<file path="src/rtl/pcu_pkg.sv">
package pcu_pkg;

    // Next-address source codes; the encoding is visible at the src_sel port.
    typedef enum logic [1:0] {
        SRC_SEQ = 2'b00,
        SRC_REG = 2'b01,
        SRC_JMP = 2'b10,
        SRC_BRN = 2'b11
    } src_e;

    // Phases of the register pair.
    typedef enum logic {
        PH_RESET = 1'b0,
        PH_RUN   = 1'b1
    } phase_e;

endpackage

</file>
<file path="src/rtl/pcu_targets.sv">
module pcu_targets #(
    parameter int XLEN  = 32,
    parameter int OFF_W = 16,
    parameter int JF_W  = 26,
    parameter int ALIGN = 2
) (
    input  logic [XLEN-1:0]  pc_q,
    input  logic [JF_W-1:0]  jfield,
    input  logic [OFF_W-1:0] br_off,
    output logic [XLEN-1:0]  seq_addr,
    output logic [XLEN-1:0]  brn_addr,
    output logic [XLEN-1:0]  jmp_addr
);
    localparam int KEEP_W = XLEN - JF_W - ALIGN;
    localparam logic [XLEN-1:0] STEP = XLEN'(1) << ALIGN;

    logic [XLEN-1:0] off_ext;
    logic [XLEN-1:0] jmp_low;

    // Sign extension first, then the word-to-byte shift.
    assign off_ext  = {{(XLEN-OFF_W){br_off[OFF_W-1]}}, br_off};
    assign seq_addr = pc_q + STEP;
    assign brn_addr = seq_addr + (off_ext << ALIGN);
    assign jmp_low  = XLEN'(jfield) << ALIGN;

    generate
        if (KEEP_W > 0) begin : g_keep_upper
            assign jmp_addr = {pc_q[XLEN-1 -: KEEP_W], jmp_low[XLEN-KEEP_W-1:0]};
        end else begin : g_full_field
            assign jmp_addr = jmp_low;
        end
    endgenerate

endmodule

</file>
<file path="src/rtl/pcu_select.sv">
module pcu_select
    import pcu_pkg::*;
#(
    parameter int XLEN = 32
) (
    input  src_e            src,
    input  logic            cond_mode,
    input  logic            br_cond,
    input  logic [XLEN-1:0] seq_addr,
    input  logic [XLEN-1:0] reg_addr,
    input  logic [XLEN-1:0] jmp_addr,
    input  logic [XLEN-1:0] brn_addr,
    output logic [XLEN-1:0] nxt_pc
);
    logic take;

    always_comb begin
        take = !cond_mode || br_cond;
        unique case (src)
            SRC_SEQ: nxt_pc = seq_addr;
            SRC_REG: nxt_pc = take ? reg_addr : seq_addr;
            SRC_JMP: nxt_pc = take ? jmp_addr : seq_addr;
            SRC_BRN: nxt_pc = take ? brn_addr : seq_addr;
            default: nxt_pc = seq_addr;
        endcase
    end

endmodule

</file>
<file path="src/rtl/pcu_regs.sv">
module pcu_regs
    import pcu_pkg::*;
#(
    parameter int XLEN = 32,
    parameter int IW   = 32
) (
    input  logic            clk,
    input  logic            rst,
    input  logic [XLEN-1:0] nxt_pc,
    input  logic [IW-1:0]   instr_in,
    output logic [XLEN-1:0] pc_q,
    output logic [IW-1:0]   ir_q
);
    phase_e phase;

    always_comb begin
        phase = rst ? PH_RESET : PH_RUN;
    end

    // PC and IR always load on the same edge.
    always_ff @(posedge clk) begin
        unique case (phase)
            PH_RESET: begin
                pc_q <= '0;
                ir_q <= '0;
            end
            PH_RUN: begin
                pc_q <= nxt_pc;
                ir_q <= instr_in;
            end
            default: begin
                pc_q <= '0;
                ir_q <= '0;
            end
        endcase
    end

endmodule

</file>
<file path="src/rtl/pc_next_unit.sv">
module pc_next_unit
    import pcu_pkg::*;
#(
    parameter int XLEN  = 32,
    parameter int IW    = 32,
    parameter int OFF_W = 16,
    parameter int JF_W  = 26,
    parameter int ALIGN = 2
) (
    input  logic             clk,
    input  logic             rst,
    input  logic [IW-1:0]    instr_in,
    input  logic [XLEN-1:0]  reg_val,
    input  logic [OFF_W-1:0] br_off,
    input  logic             br_cond,
    input  logic             cond_mode,
    input  logic [1:0]       src_sel,
    output logic [XLEN-1:0]  imem_addr,
    output logic [IW-1:0]    ir_out
);
    logic [XLEN-1:0] pc_q;
    logic [IW-1:0]   ir_q;
    logic [XLEN-1:0] seq_addr;
    logic [XLEN-1:0] brn_addr;
    logic [XLEN-1:0] jmp_addr;
    logic [XLEN-1:0] nxt_pc;
    src_e            src;

    assign src = src_e'(src_sel);

    pcu_targets #(
        .XLEN(XLEN), .OFF_W(OFF_W), .JF_W(JF_W), .ALIGN(ALIGN)
    ) u_targets (
        .pc_q     (pc_q),
        .jfield   (ir_q[JF_W-1:0]),
        .br_off   (br_off),
        .seq_addr (seq_addr),
        .brn_addr (brn_addr),
        .jmp_addr (jmp_addr)
    );

    pcu_select #(
        .XLEN(XLEN)
    ) u_select (
        .src       (src),
        .cond_mode (cond_mode),
        .br_cond   (br_cond),
        .seq_addr  (seq_addr),
        .reg_addr  (reg_val),
        .jmp_addr  (jmp_addr),
        .brn_addr  (brn_addr),
        .nxt_pc    (nxt_pc)
    );

    pcu_regs #(
        .XLEN(XLEN), .IW(IW)
    ) u_regs (
        .clk      (clk),
        .rst      (rst),
        .nxt_pc   (nxt_pc),
        .instr_in (instr_in),
        .pc_q     (pc_q),
        .ir_q     (ir_q)
    );

    assign imem_addr = pc_q;
    assign ir_out    = ir_q;

endmodule

</file>
<file path="config.mk">
export PLATFORM = sky130hd
export DESIGN_NAME = pc_next_unit
export DESIGN_NICKNAME = d
export VERILOG_FILES = /design/src/rtl/pcu_pkg.sv /design/src/rtl/pcu_targets.sv /design/src/rtl/pcu_select.sv /design/src/rtl/pcu_regs.sv /design/src/rtl/pc_next_unit.sv
export SDC_FILE = /design/constraint.sdc
export NUM_CORES = 1
export LEC_CHECK = 0
export ABC_CLOCK_PERIOD_IN_PS = 10140
export BUFFER_PORTS_ARGS = -buffer_cell sky130_fd_sc_hd__buf_2
export CELL_PAD_IN_SITES_DETAIL_PLACEMENT = 1
export CELL_PAD_IN_SITES_GLOBAL_PLACEMENT = 1
export CORE_AREA = 2 2 113 115
export CTS_CLUSTER_SIZE = 40
export DETAILED_ROUTE_END_ITERATION = 7
export DIE_AREA = 0 0 115 117
export PLACE_DENSITY = 0.92
export SYNTH_ARGS = -nofsm -noshare
export SYNTH_HDL_FRONTEND = slang
export SYNTH_SLANG_ARGS = --single-unit
</file>
<file path="constraint.sdc">
create_clock -name clk -period 10.14 [get_ports clk]
set_input_delay 1.521 -clock clk [delete_from_list [all_inputs] [get_ports clk]]
set_output_delay 1.521 -clock clk [all_outputs]
set_load 0.02 [all_outputs]
</file>
[Word level (Yosys, flattened, before mapping)]
Index checks and enable logic that the tools add are counted.
Storage, ports and cells
  bits in registers: 64
  input port bits: 86
  output and inout port bits: 64
  logic and storage cells: 19
Operators by class
  add/sub/neg operators: 2
  equal/unequal tests: 4
  multiplexer cells: 7
  reductions and logical operators: 3
Operators by type and width (number)
  $pmux W32 S2: 2
  $pmux W32 S4: 1
  $mux W32: 3
  $add A32 B3 Y32 const B: 1
  $add A32 B32 Y32: 1
  $eq A2 B2 Y1 const B: 2
  $ne A3 B3 Y1 const B: 1
  $eq A2 B1 Y1 const B: 1
  $logic_not A2 Y1: 1
  $logic_not A1 Y1: 1
  $logic_or A1 B1 Y1: 1
  $mux W1: 1

[Longest topological paths before layout]
Gate-level depths: netlist of run 1.
  depth after elaboration: 5
  gate-level depth with buffers: 15
  mapped depth without buffers: 15

[Modules after synthesis]
Synthesis of run 1 repeated with hierarchy kept, for this count alone.
Second synthesis, totals
  cell total of the unflattened synthesis: 695
  area, all modules: 6034.5 um^2
Modules (own cells, without submodules)
  pcu_targets: instances 1, cells each 372, area each 2611.3 um^2, sequential area each 0.0 um^2
  pcu_regs: instances 1, cells each 135, area each 1918.1 um^2, sequential area each 1281.2 um^2
  pcu_select: instances 1, cells each 188, area each 1505.2 um^2, sequential area each 0.0 um^2

[Worst setup path before layout of run 1]
No wires, ideal clock.
  kind: register to register
  from: reg u_regs.pc_q[2]
  to: reg u_regs.pc_q[31] (data pin)
  setup time: 190 ps
  arrival time: 3685 ps
  required time: 9950 ps
  slack: 6265 ps
  stages on the path, launching flop included: 16
  path buffers: 1
  period minus slack after synthesis: 3875 ps
  cell sequence: dfxtp_1 ha_1 nand4_1 nor4_4 nand4_1 xnor2_1 ha_1 buf_6 a211oi_2 o21bai_1 a211oi_2 o31a_2 o211ai_2 and3_4 o311a_1 a2111oi_2
Between the ends
  word-level cells in the longest chain between the ends: 5
  elaborated cells between the ends (all ways): 7
  classes of those cells: 2 x add/sub; 5 x mux
RTL lines
  from (decl): RTL line pcu_regs.sv:11  | output logic [XLEN-1:0] pc_q,
  from (signal assigned): RTL line pcu_regs.sv:28  | pc_q <= nxt_pc;
  $add A32 B3 Y32 *: RTL line pcu_targets.sv:22  | assign seq_addr = pc_q + STEP;
  $add A32 B32 Y32: RTL line pcu_targets.sv:23  | assign brn_addr = seq_addr + (off_ext << ALIGN);
  $mux W32: RTL line pcu_select.sv:23  | SRC_BRN: nxt_pc = take ? brn_addr : seq_addr;
  $pmux W32 S4 *: RTL line pcu_select.sv:19  | unique case (src)
  $pmux W32 S2 *: RTL line pcu_regs.sv:22  | unique case (phase)
Every way passes the cells marked *; elsewhere a longest branch is shown, timed or not. The select of a mux whose other input is x is not followed.
A chain may end at the register's enable or synchronous reset.

[Worst setup path after layout of run 1]
Same ends and word-level chain as after synthesis.

==> out/qor.txt, run 1 <==
OUTCOME
------------------------------------------------------------------------------------
Result of the run ..................................................... complete, no violations

GLOBAL ROUTE
------------------------------------------------------------------------------------
Wire length of the first global-routing pass ..........................    31,110 um
Vias in the first global route ........................................        5,901
Largest net degree at the start of global routing .....................           64
Total routing usage reported by global routing ........................       29.76%
Final global-route overflow total .....................................            0
Number of antenna violations at the first check in global routing .....            0

POWER
------------------------------------------------------------------------------------
Static Leakage ........................................................     2.858 nW
Power density over cell area .......................................... 154.7 nW/um2
Worst vdd ir .......................................................... 0.00007838 V

SETUP PATH
------------------------------------------------------------------------------------
Reg2Reg Launch Point .................................................. u_regs.pc_q[2]
Type of destination of the critical path ..............................         flop
Crit Path Max Fanout ..................................................            8
Required arrival time at the worst endpoint ...........................     10.28 ns
CP startpoint kind ....................................................         flop
Worst setup path startpoint ........................................... u_regs.pc_q[2]
Worst setup path class ................................................   reg -> reg
Arrival time reported for the critical path endpoint ..................      4.59 ns

LOGIC SYNTHESIS
------------------------------------------------------------------------------------
Yosys warning count ...................................................            0
Mapped Area ...........................................................     4907 um2
Area share of fa/ha/maj cells after synthesis .........................       9.332%
Synthesized instance count ............................................          612
Number of synthesized register bits ...................................           64
Portion of the post-synthesis area used by sequential elements ........       26.93%
Syn nets ..............................................................          734
Ys flop type .......................................................... sky130_fd_sc_hd__dfxtp_1
Area fraction in and, or, nand and nor cells after synthesis ..........       23.89%
Post-Synthesis Mean Instance Area .....................................    8.018 um2
Leading area contributor after synthesis .............................. sky130_fd_sc_hd__dfxtp_1
Area fraction in compound gates after synthesis .......................       26.62%
Cell types with the largest area share after synthesis ................ sky130_fd_sc_hd__dfxtp_1 24%, sky130_fd_sc_hd__ha_1 8.9%, sky130_fd_sc_hd__a21oi_1 6.4%
Synth unique cells ....................................................           66
Number of flops mapped to enable cells by yosys .......................            4
Post-synth ARST share .................................................           0%
Fraction of synthesized cell area in xor and xnor cells ...............       8.389%
Combinational family with the most area after synthesis ............... compound AO/OA/AOI/OAI gates
Top-area cell type share of the netlist area ..........................       24.48%
Share of synthesized area spent on multiplexers .......................      0.8414%

HOLD PATH
------------------------------------------------------------------------------------
Hold Crit Class .......................................................   reg -> reg
Hold Startpoint ....................................................... u_regs.pc_q[1]

TIMING
------------------------------------------------------------------------------------
Worst hold margin .....................................................    0.5206 ns
Setup tns final .......................................................         0 ns
Setup repair after global routing missed its margin ...................           no
Share of the cycle needed by the critical path after routing ..........       43.85%
Min Clock Period, post-route ..........................................     4.447 ns
Worst path setup slack after routing ..................................     5.693 ns
Slew Viols, Final .....................................................            0
Highest clock frequency the design can meet ...........................    224.9 MHz
Slew at the pin with the worst max-slew slack .........................    0.8243 ns
Worst slew slack as a fraction of its limit ...........................       45.05%
Maximum clock skew at final layout ....................................  0.005501 ns
Final setup violation count ...........................................            0
Number of hold violations in the final report .........................            0

FINISH
------------------------------------------------------------------------------------
Area taken by multi-input logic gates .................................     3392 um2
Highest-count cells in the layout ignoring fill and taps .............. 149 x sky130_fd_sc_hd__buf_2, 63 x sky130_fd_sc_hd__a21oi_1, 60 x sky130_fd_sc_hd__dfxtp_1
Layout cells sized above 1 ............................................       25.37%
FF+latch area .........................................................     1321 um2
Number of diodes added for antenna fixing .............................            0
Post-layout instance count excluding filler cells .....................          899
Leading cell type in the layout, fill and taps excluded ............... sky130_fd_sc_hd__buf_2
Area added between synthesis and finish ...............................       23.79%
Total Nets Final ......................................................          866
Util after Layout .....................................................       49.34%
Fill cells ............................................................        1,565

CTS
------------------------------------------------------------------------------------
Cells resized by post-CTS repair ......................................            0
Clk_lat worst skew ....................................................      0.34 ns
Setup repair bufs after CTS ...........................................            0
# H-tree levels .......................................................            3
Number of buffers inserted for hold repair after clock tree synthesis .            0
Clock slew seen by the registers of the worst setup and hold paths ....      0.06 ns
Buffer depth of the longest clock path ................................            2
Inserted Clock Buffers ................................................            9
TritonCTS clock tree ..................................................        built
CTS Root Cell ......................................................... sky130_fd_sc_hd__clkbuf_16
Sink count of the clock tree ..........................................           64

FLOW RUN
------------------------------------------------------------------------------------
Max Cap Viol ..........................................................            0

ROUTE
------------------------------------------------------------------------------------
Drt initial violations ................................................          297
DRT Pass-1 Iters ......................................................            5
Vias post-DR ..........................................................        5,628
Detail Route Antenna Nets .............................................            0
Post-detailed-route wirelength per cell ...............................     22.57 um
Via count normalized by instance count ................................        6.260
DRC violation count after routing .....................................            0
Aggregate routed wire length ..........................................    20,290 um

PLACED DESIGN
------------------------------------------------------------------------------------
Post-placement cell count .............................................          883
Number of buffers added on ports ......................................          149
Half-perimeter wire length after placement ............................    14,380 um
Pre-CTS setup slack ...................................................     5.812 ns
RePlAce Congestion ....................................................       0.9561

FLOORPLANNING
------------------------------------------------------------------------------------
Vert. Die Dim .........................................................       117 um
Chip Width ............................................................       115 um
Site Rows .............................................................           41
Starting density of the core ..........................................       39.86%
Core area .............................................................   12,310 um2
I/O pins ..............................................................          150
Overall die area ......................................................   13,460 um2

==> cell families (layout without fill, tap and decap cells) <==
| family | after synthesis | in the layout |
|---|---|---|
| fa+ha+maj | 36 | 36 |
| buf+inv | 49 | 186 |
| flops | 64 | 64 |
| mux | 4 | 4 |
| xor+xnor | 47 | 47 |
| compound gates | 191 | 191 |
| simple gates | 221 | 221 |
==> critical path: stages, from the launching register on <==
cell and delay [ns]:
sky130_fd_sc_hd__dfxtp_1 0.40, sky130_fd_sc_hd__ha_1 0.26, sky130_fd_sc_hd__nand4_1 0.24, sky130_fd_sc_hd__nor4_4 0.62
sky130_fd_sc_hd__nand4_1 0.19, sky130_fd_sc_hd__xnor2_1 0.32, sky130_fd_sc_hd__ha_1 0.41, sky130_fd_sc_hd__a211oi_2 0.27
sky130_fd_sc_hd__o21bai_1 0.12, sky130_fd_sc_hd__a211oi_2 0.26, sky130_fd_sc_hd__o31a_2 0.19, sky130_fd_sc_hd__o21ai_1 0.09
sky130_fd_sc_hd__and3_4 0.20, sky130_fd_sc_hd__o311a_1 0.33, sky130_fd_sc_hd__a2111oi_2 0.33
==> Yosys cell counts, drive strengths merged (11+ instances only) <==
cell and instances:
clkbuf 24, nor2b 36, xnor2 29, o21ai 30, nor2 40, nor3 12
ha 35, a21o 15, and3 14, nand2 54, dfxtp 60, a21oi 63
nand4 11, inv 12, nand3 30, a221oi 12, xor2 18
==> final timing paths <==
check / end / depth (start not counted) / slack [ns]
hold / removal: u_regs.pc_q[1] / 2 / 0.52
setup / recovery: u_regs.pc_q[31] / 14 / 5.69
setup reg to reg: u_regs.pc_q[31] / 14 / 5.69
hold reg to reg: u_regs.pc_q[1] / 2 / 0.52
==> stage by stage <==
stage / power (mW) / instance area, um2
2_1_floorplan: 0.4947 / 4907
3_3_place_gp: 0.5759 / 5748
3_5_place_dp: 0.5896 / 5748
4_1_cts: 0.9361 / 6075
5_1_grt: 0.9752 / 6075
6_report: 0.9400 / 6075
==> flip-flops by register name, indices dropped and copies added (netlist names) <==
register / count
u_regs.ir_q: 32
u_regs.pc_q: 32
==> metal layers <==
| metal | part of all wire (%) | GRT usage (%) |
|---|---|---|
| met3 | 7.3 | 4.686 |
| met5 | 0 | 0 |
| met1 | 39 | 35.79 |
| met4 | 3.8 | 14.86 |
| met2 | 50 | 51.80 |
==> final cells by class <==
type,instances,share of cell area (%)
multi-input cells,499,55.84
flip-flops and latches,64,21.75
repair buffers,155,13.02
clock buffers,13,4.634
well taps,150,3.090
inverters,15,0.9269
clock inverters,3,0.7415
==> where the power goes <==
part / switching, mW / internal [mW]
sequential: 0.0214 / 0.274
combinational: 0.187 / 0.116
clock: 0.122 / 0.220
Note: power is estimated with default switching activity, not from simulation.
==> inputs of run 2 (changes only) <==
ABC_CLOCK_PERIOD_IN_PS = 3900   (was 10140)
CORE_AREA = 2 2 124 126   (was 2 2 113 115)
DIE_AREA = 0 0 126 128   (was 0 0 115 117)
PLACE_DENSITY = 0.82   (was 0.92)
clock period = 3.9 ns   (was 10.14 ns; I/O delays follow)
==> out/qor.txt, run 2 (same netlist as run 1, synthesis figures left out) <==
ROUTE
---------------------------------------------------------------------------------
Vias post-DR .......................................................        5,440
Drt initial violations .............................................          282
Aggregate routed wire length .......................................    19,140 um
DRT Pass-1 Iters ...................................................            6
Post-detailed-route wirelength per cell ............................     19.88 um
DRC violation count after routing ..................................            0
Detail Route Antenna Nets ..........................................            0
Via count normalized by instance count .............................        5.649

GLOBAL ROUTE
---------------------------------------------------------------------------------
Wire length of the first global-routing pass .......................    29,350 um
Vias in the first global route .....................................        5,568
Total routing usage reported by global routing .....................       23.30%
Largest net degree at the start of global routing ..................           38
Number of antenna violations at the first check in global routing ..            0
Final global-route overflow total ..................................            0

FLOORPLANNING
---------------------------------------------------------------------------------
Chip Width .........................................................       126 um
Vert. Die Dim ......................................................       128 um
Core area ..........................................................   14,860 um2
Site Rows ..........................................................           45
Starting density of the core .......................................       33.01%
I/O pins ...........................................................          150
Overall die area ...................................................   16,130 um2

TIMING
---------------------------------------------------------------------------------
Worst slew slack as a fraction of its limit ........................       52.76%
Share of the cycle needed by the critical path after routing .......       95.13%
Maximum clock skew at final layout .................................  0.007690 ns
Number of hold violations in the final report ......................            0
Setup repair after global routing missed its margin ................           no
Min Clock Period, post-route .......................................     3.710 ns
Highest clock frequency the design can meet ........................    269.5 MHz
Slew Viols, Final ..................................................            0
Slew at the pin with the worst max-slew slack ......................    0.7086 ns
Setup tns final ....................................................         0 ns
Final setup violation count ........................................            0

CTS
---------------------------------------------------------------------------------
Inserted Clock Buffers .............................................            9
Clk_lat worst skew .................................................      0.35 ns
CTS Root Cell ...................................................... sky130_fd_sc_hd__clkbuf_16
Sink count of the clock tree .......................................           64
Buffer depth of the longest clock path .............................            2
TritonCTS clock tree ...............................................        built
Clock slew seen by the registers of the worst setup and hold paths .      0.06 ns
# H-tree levels ....................................................            3

POWER
---------------------------------------------------------------------------------
Worst vdd ir .......................................................  0.0002859 V
Power density over cell area ....................................... 372.9 nW/um2
Static Leakage .....................................................     3.033 nW

FINISH
---------------------------------------------------------------------------------
Layout cells sized above 1 .........................................       30.71%
Total Nets Final ...................................................          892
Largest regs ....................................................... u_regs.ir_q: 32 flops, u_regs.pc_q: 32 flops
Area added between synthesis and finish ............................       30.78%
Post-layout instance count excluding filler cells ..................          963
Fill cells .........................................................        1,856
Highest-count cells in the layout ignoring fill and taps ........... 149 x sky130_fd_sc_hd__buf_2, 61 x sky130_fd_sc_hd__a21oi_1, 58 x sky130_fd_sc_hd__dfxtp_1
Number of diodes added for antenna fixing ..........................            0
Leading cell type in the layout, fill and taps excluded ............ sky130_fd_sc_hd__buf_2

SETUP PATH
---------------------------------------------------------------------------------
Crit Path Max Fanout ...............................................            8
Most repeated library cell on the critical path .................... sky130_fd_sc_hd__a211oi_2
Critical path, cell by cell ........................................ nand4_2 -> nor4_4 -> buf_6 -> nand4_1 -> xnor2_2 -> ha_1 -> a211oi_2 -> o21bai_1 -> a211oi_2 -> o31a_2 -> o211ai_2 -> and3_4 -> o311a_1 -> a2111oi_2
CP startpoint kind .................................................         flop
Worst setup path class .............................................   reg -> reg
Required arrival time at the worst endpoint ........................      4.05 ns
Cell at the slowest stage of the critical path ..................... sky130_fd_sc_hd__dfxtp_1
Type of destination of the critical path ...........................         flop
Worst path top cell family by delay ................................ compound AO/OA/AOI/OAI gates
Arrival time reported for the critical path endpoint ...............      3.86 ns
Critical path's largest stage delay ................................      0.46 ns
CP Buf/Inv Count ...................................................            1

FLOW RUN
---------------------------------------------------------------------------------
Max Cap Viol .......................................................            0

PLACED DESIGN
---------------------------------------------------------------------------------
RePlAce Congestion .................................................       0.9201
Post-placement cell count ..........................................          943
Number of buffers added on ports ...................................          149
Half-perimeter wire length after placement .........................    14,430 um

OUTCOME
---------------------------------------------------------------------------------
Result of the run .................................................. complete, no violations

HOLD PATH
---------------------------------------------------------------------------------
Hold Crit Class ....................................................    in -> reg

## run 2: metrics by stage
stage	util, %	instance area [um2]	power, mW	hold slack (ns)	setup WS (ns)
after floorplan	-	4907	1.286	0.5919	0.02501
after global placement	40.12	5963	1.542	0.4965	0.2037
after detailed placement	40.12	5963	1.559	0.5278	0.07800
after CTS	42.15	6266	2.378	0.4361	0.01901
after global routing	43.17	6417	2.514	0.4348	0.01384
final	43.17	6417	2.393	0.4407	0.1899
## run 2: where the power goes
part           internal (mW)  total, mW  leakage (nW)  switching [mW]
Combinational          0.332      0.817          2.34           0.485
Clock                  0.502      0.811         0.148           0.309
Sequential             0.713      0.765         0.544          0.0523
## run 2: what timing repair did
item / in CTS / in global routing
gates resized for setup: 0 / 26
pin swaps: 1 / 5
buffers inserted: 1 / 3
hold buffers: 0 / 0
hold endpoints to repair: 0 / 0
setup endpoints to repair: 1 / 6
## run 2: worst paths after layout
kind / startpoint / end / slack, ns / cells after the start
max: u_regs.pc_q[14] / u_regs.pc_q[31] / 0.19 / 14
min: instr_in[8] / u_regs.ir_q[8] / 0.44 / 2
max reg2reg: u_regs.pc_q[14] / u_regs.pc_q[31] / 0.19 / 14
min reg2reg: u_regs.pc_q[1] / u_regs.pc_q[1] / 0.54 / 2
## run 2: worst reg2reg max path, delay by kind of cell, from the launching register on
family / cells / cell delay, ns
simple gates: 4 / 0.86
flops: 1 / 0.46
fa+ha+maj: 1 / 0.32
xor+xnor: 1 / 0.19
buf+inv: 1 / 0.18
compound gates: 7 / 1.51
## run 2: metal layers
layer / vias up / track usage (%) / wire length [um]
li1: 2570 / - / -
met5: - / 0 / 0
met3: 37 / 5.467 / 1419
met4: 0 / 8.985 / 487
met1: 2599 / 29.27 / 8191
met2: 234 / 38.80 / 9042
## run 2: cell type report
class | count | area (um2) | share of cell area [%]
Timing Repair Buffer | 181 | 993.5 | 15.48
Multi-Input combinational cell | 499 | 3513 | 54.75
Inverter | 15 | 56.30 | 0.8774
Sequential cell | 64 | 1324 | 20.63
Clock inverter | 2 | 10.01 | 0.1560
Clock buffer | 14 | 285.3 | 4.445
Tap cell | 188 | 235.2 | 3.665
==> inputs of run 3 (changes only) <==
HOLD_SLACK_MARGIN = 0.06   (was unset)
RECOVER_POWER = 25   (was unset)
SKIP_CTS_REPAIR_TIMING = 1   (was unset)
==> out/qor.txt, run 3 (same netlist as run 1, synthesis figures left out) <==
CTS
---------------------------------------------------------------------------------
Sink count of the clock tree .......................................           64
Inserted Clock Buffers .............................................            9
Clock slew seen by the registers of the worst setup and hold paths .      0.06 ns
# H-tree levels ....................................................            3
TritonCTS clock tree ...............................................        built
Buffer depth of the longest clock path .............................            2
CTS Root Cell ...................................................... sky130_fd_sc_hd__clkbuf_16
Clk_lat worst skew .................................................      0.35 ns

GLOBAL ROUTE
---------------------------------------------------------------------------------
Met2 Resource Use GR ...............................................       38.80%
Met1 usage in global routing .......................................       29.27%
Number of antenna violations at the first check in global routing ..            0
Total routing usage reported by global routing .....................       23.30%
Largest net degree at the start of global routing ..................           38
Wire length of the first global-routing pass .......................    29,350 um
Vias in the first global route .....................................        5,568
Final global-route overflow total ..................................            0
Most Crowded Layer GR ..............................................         met2
Global routing usage on met3 .......................................       5.467%

FLOW RUN
---------------------------------------------------------------------------------
Max Cap Viol .......................................................            1

SETUP PATH
---------------------------------------------------------------------------------
CP startpoint kind .................................................         flop
Worst setup path class .............................................   reg -> reg
Crit Path Max Fanout ...............................................            5
Cell at the slowest stage of the critical path ..................... sky130_fd_sc_hd__ha_1
Critical path's largest stage delay ................................      0.38 ns
Worst path top cell family by delay ................................ compound AO/OA/AOI/OAI gates
CP Buf/Inv Count ...................................................            1
Most repeated library cell on the critical path .................... sky130_fd_sc_hd__ha_1
Arrival time reported for the critical path endpoint ...............      3.87 ns
Required arrival time at the worst endpoint ........................      4.06 ns
Type of destination of the critical path ...........................         flop
Critical path, cell by cell ........................................ ha_1 -> nand4_1 -> nor3_2 -> buf_4 -> xor2_1 -> ha_1 -> a21oi_1 -> o21ai_1 -> a31oi_4 -> o21a_2 -> o211ai_2 -> and3_4 -> o311a_1 -> a2111oi_2

POWER
---------------------------------------------------------------------------------
Total power ........................................................     2.391 mW
Power density over cell area ....................................... 373.7 nW/um2
Static Leakage .....................................................     2.995 nW
Worst vdd ir .......................................................  0.0002868 V

ROUTE
---------------------------------------------------------------------------------
Aggregate routed wire length .......................................    19,250 um
Via count normalized by instance count .............................        5.677
DRC violation count after routing ..................................            0
DRT Pass-1 Iters ...................................................            5
Post-detailed-route wirelength per cell ............................     19.97 um
Detail Route Antenna Nets ..........................................            0
Drt initial violations .............................................          338
Vias post-DR .......................................................        5,473

FINISH
---------------------------------------------------------------------------------
Fill cells .........................................................        1,854
Area added between synthesis and finish ............................       30.39%
Leading cell type in the layout, fill and taps excluded ............ sky130_fd_sc_hd__buf_2
Total Nets Final ...................................................          893
Layout cells sized above 1 .........................................       29.12%
Highest-count cells in the layout ignoring fill and taps ........... 137 x sky130_fd_sc_hd__buf_2, 61 x sky130_fd_sc_hd__a21oi_1, 58 x sky130_fd_sc_hd__dfxtp_1
Post-route cell area ...............................................     6399 um2
Largest regs ....................................................... u_regs.ir_q: 32 flops, u_regs.pc_q: 32 flops
Number of diodes added for antenna fixing ..........................            0
FF+latch area ......................................................     1324 um2
Area taken by multi-input logic gates ..............................     3506 um2

FLOORPLANNING
---------------------------------------------------------------------------------
Overall die area ...................................................   16,130 um2
Starting density of the core .......................................       33.01%
Core area ..........................................................   14,860 um2
Site Rows ..........................................................           45
Chip Width .........................................................       126 um
Vert. Die Dim ......................................................       128 um
I/O pins ...........................................................          150

TIMING
---------------------------------------------------------------------------------
Slew Viols, Final ..................................................           38
Number of hold violations in the final report ......................            0
Min Clock Period, post-route .......................................     3.711 ns
Worst slew slack as a fraction of its limit ........................      -12.41%
Setup repair after global routing missed its margin ................           no
Final setup violation count ........................................            0
Worst path setup slack after routing ...............................    0.1892 ns
Maximum clock skew at final layout .................................  0.008600 ns
Share of the cycle needed by the critical path after routing .......       95.15%
Setup tns final ....................................................         0 ns
Slew at the pin with the worst max-slew slack ......................     1.686 ns
Highest clock frequency the design can meet ........................    269.5 MHz

PLACED DESIGN
---------------------------------------------------------------------------------
RePlAce Congestion .................................................       0.9201
Area after DPL .....................................................     5963 um2
Half-perimeter wire length after placement .........................    14,430 um
Pre-CTS setup slack ................................................   0.07800 ns
Number of buffers added on ports ...................................          149

HOLD PATH
---------------------------------------------------------------------------------
Hold Crit Class ....................................................    in -> reg

OUTCOME
---------------------------------------------------------------------------------
Result of the run .................................................. complete, but fails checks
Violations in the final reports .................................... capacitance limit, slew limit

run 3: final timing paths:
kind                endpoint  slack (ns)            from  cells past startpoint
min reg2reg   u_regs.pc_q[1]        0.54  u_regs.pc_q[1]                      2
min           u_regs.ir_q[8]        0.44     instr_in[8]                      2
max reg2reg  u_regs.pc_q[31]        0.19  u_regs.pc_q[2]                     14
max          u_regs.pc_q[31]        0.19  u_regs.pc_q[2]                     14
run 3: stage by stage:
stage	hold slack, ns	instances	utilization [%]
after floorplan	0.5919	612	-
after CTS	0.4361	959	42.10
final	0.4398	964	43.05
after global placement	0.4965	943	40.12
after global routing	0.4348	964	43.05
after detailed placement	0.5278	943	40.12
run 3: area by class of cell:
type | count | share of cell area, %
Clock inverter | 2 | 0.1564
Sequential cell | 64 | 20.69
Inverter | 15 | 0.8799
Tap cell | 188 | 3.676
Clock buffer | 14 | 4.458
Multi-Input combinational cell | 499 | 54.79
Timing Repair Buffer | 182 | 15.35
run 3: worst register-to-register path, cell delays in order (launching register included):
cell	delay [ns]
sky130_fd_sc_hd__dfxtp_1	0.34
sky130_fd_sc_hd__ha_1	0.18
sky130_fd_sc_hd__nand4_1	0.21
sky130_fd_sc_hd__nor3_2	0.27
sky130_fd_sc_hd__buf_4	0.15
sky130_fd_sc_hd__xor2_1	0.33
sky130_fd_sc_hd__ha_1	0.38
sky130_fd_sc_hd__a21oi_1	0.16
sky130_fd_sc_hd__o21ai_1	0.14
sky130_fd_sc_hd__a31oi_4	0.24
sky130_fd_sc_hd__o21a_2	0.19
sky130_fd_sc_hd__o211ai_2	0.10
sky130_fd_sc_hd__and3_4	0.18
sky130_fd_sc_hd__o311a_1	0.33
sky130_fd_sc_hd__a2111oi_2	0.32
run 3: layer usage:
metal	up-vias	part of all wire [%]
met3	35	7.9
met2	242	47
met1	2628	42
met4	0	2.3
met5	-	0
li1	2568	-
run 3: where the power goes:
group	internal (mW)	switching [mW]	leakage, nW	total (mW)
combinational	0.331	0.485	2.30	0.816
clock	0.502	0.309	0.148	0.810
sequential	0.713	0.0519	0.544	0.765
total	1.55	0.846	3.00	2.39
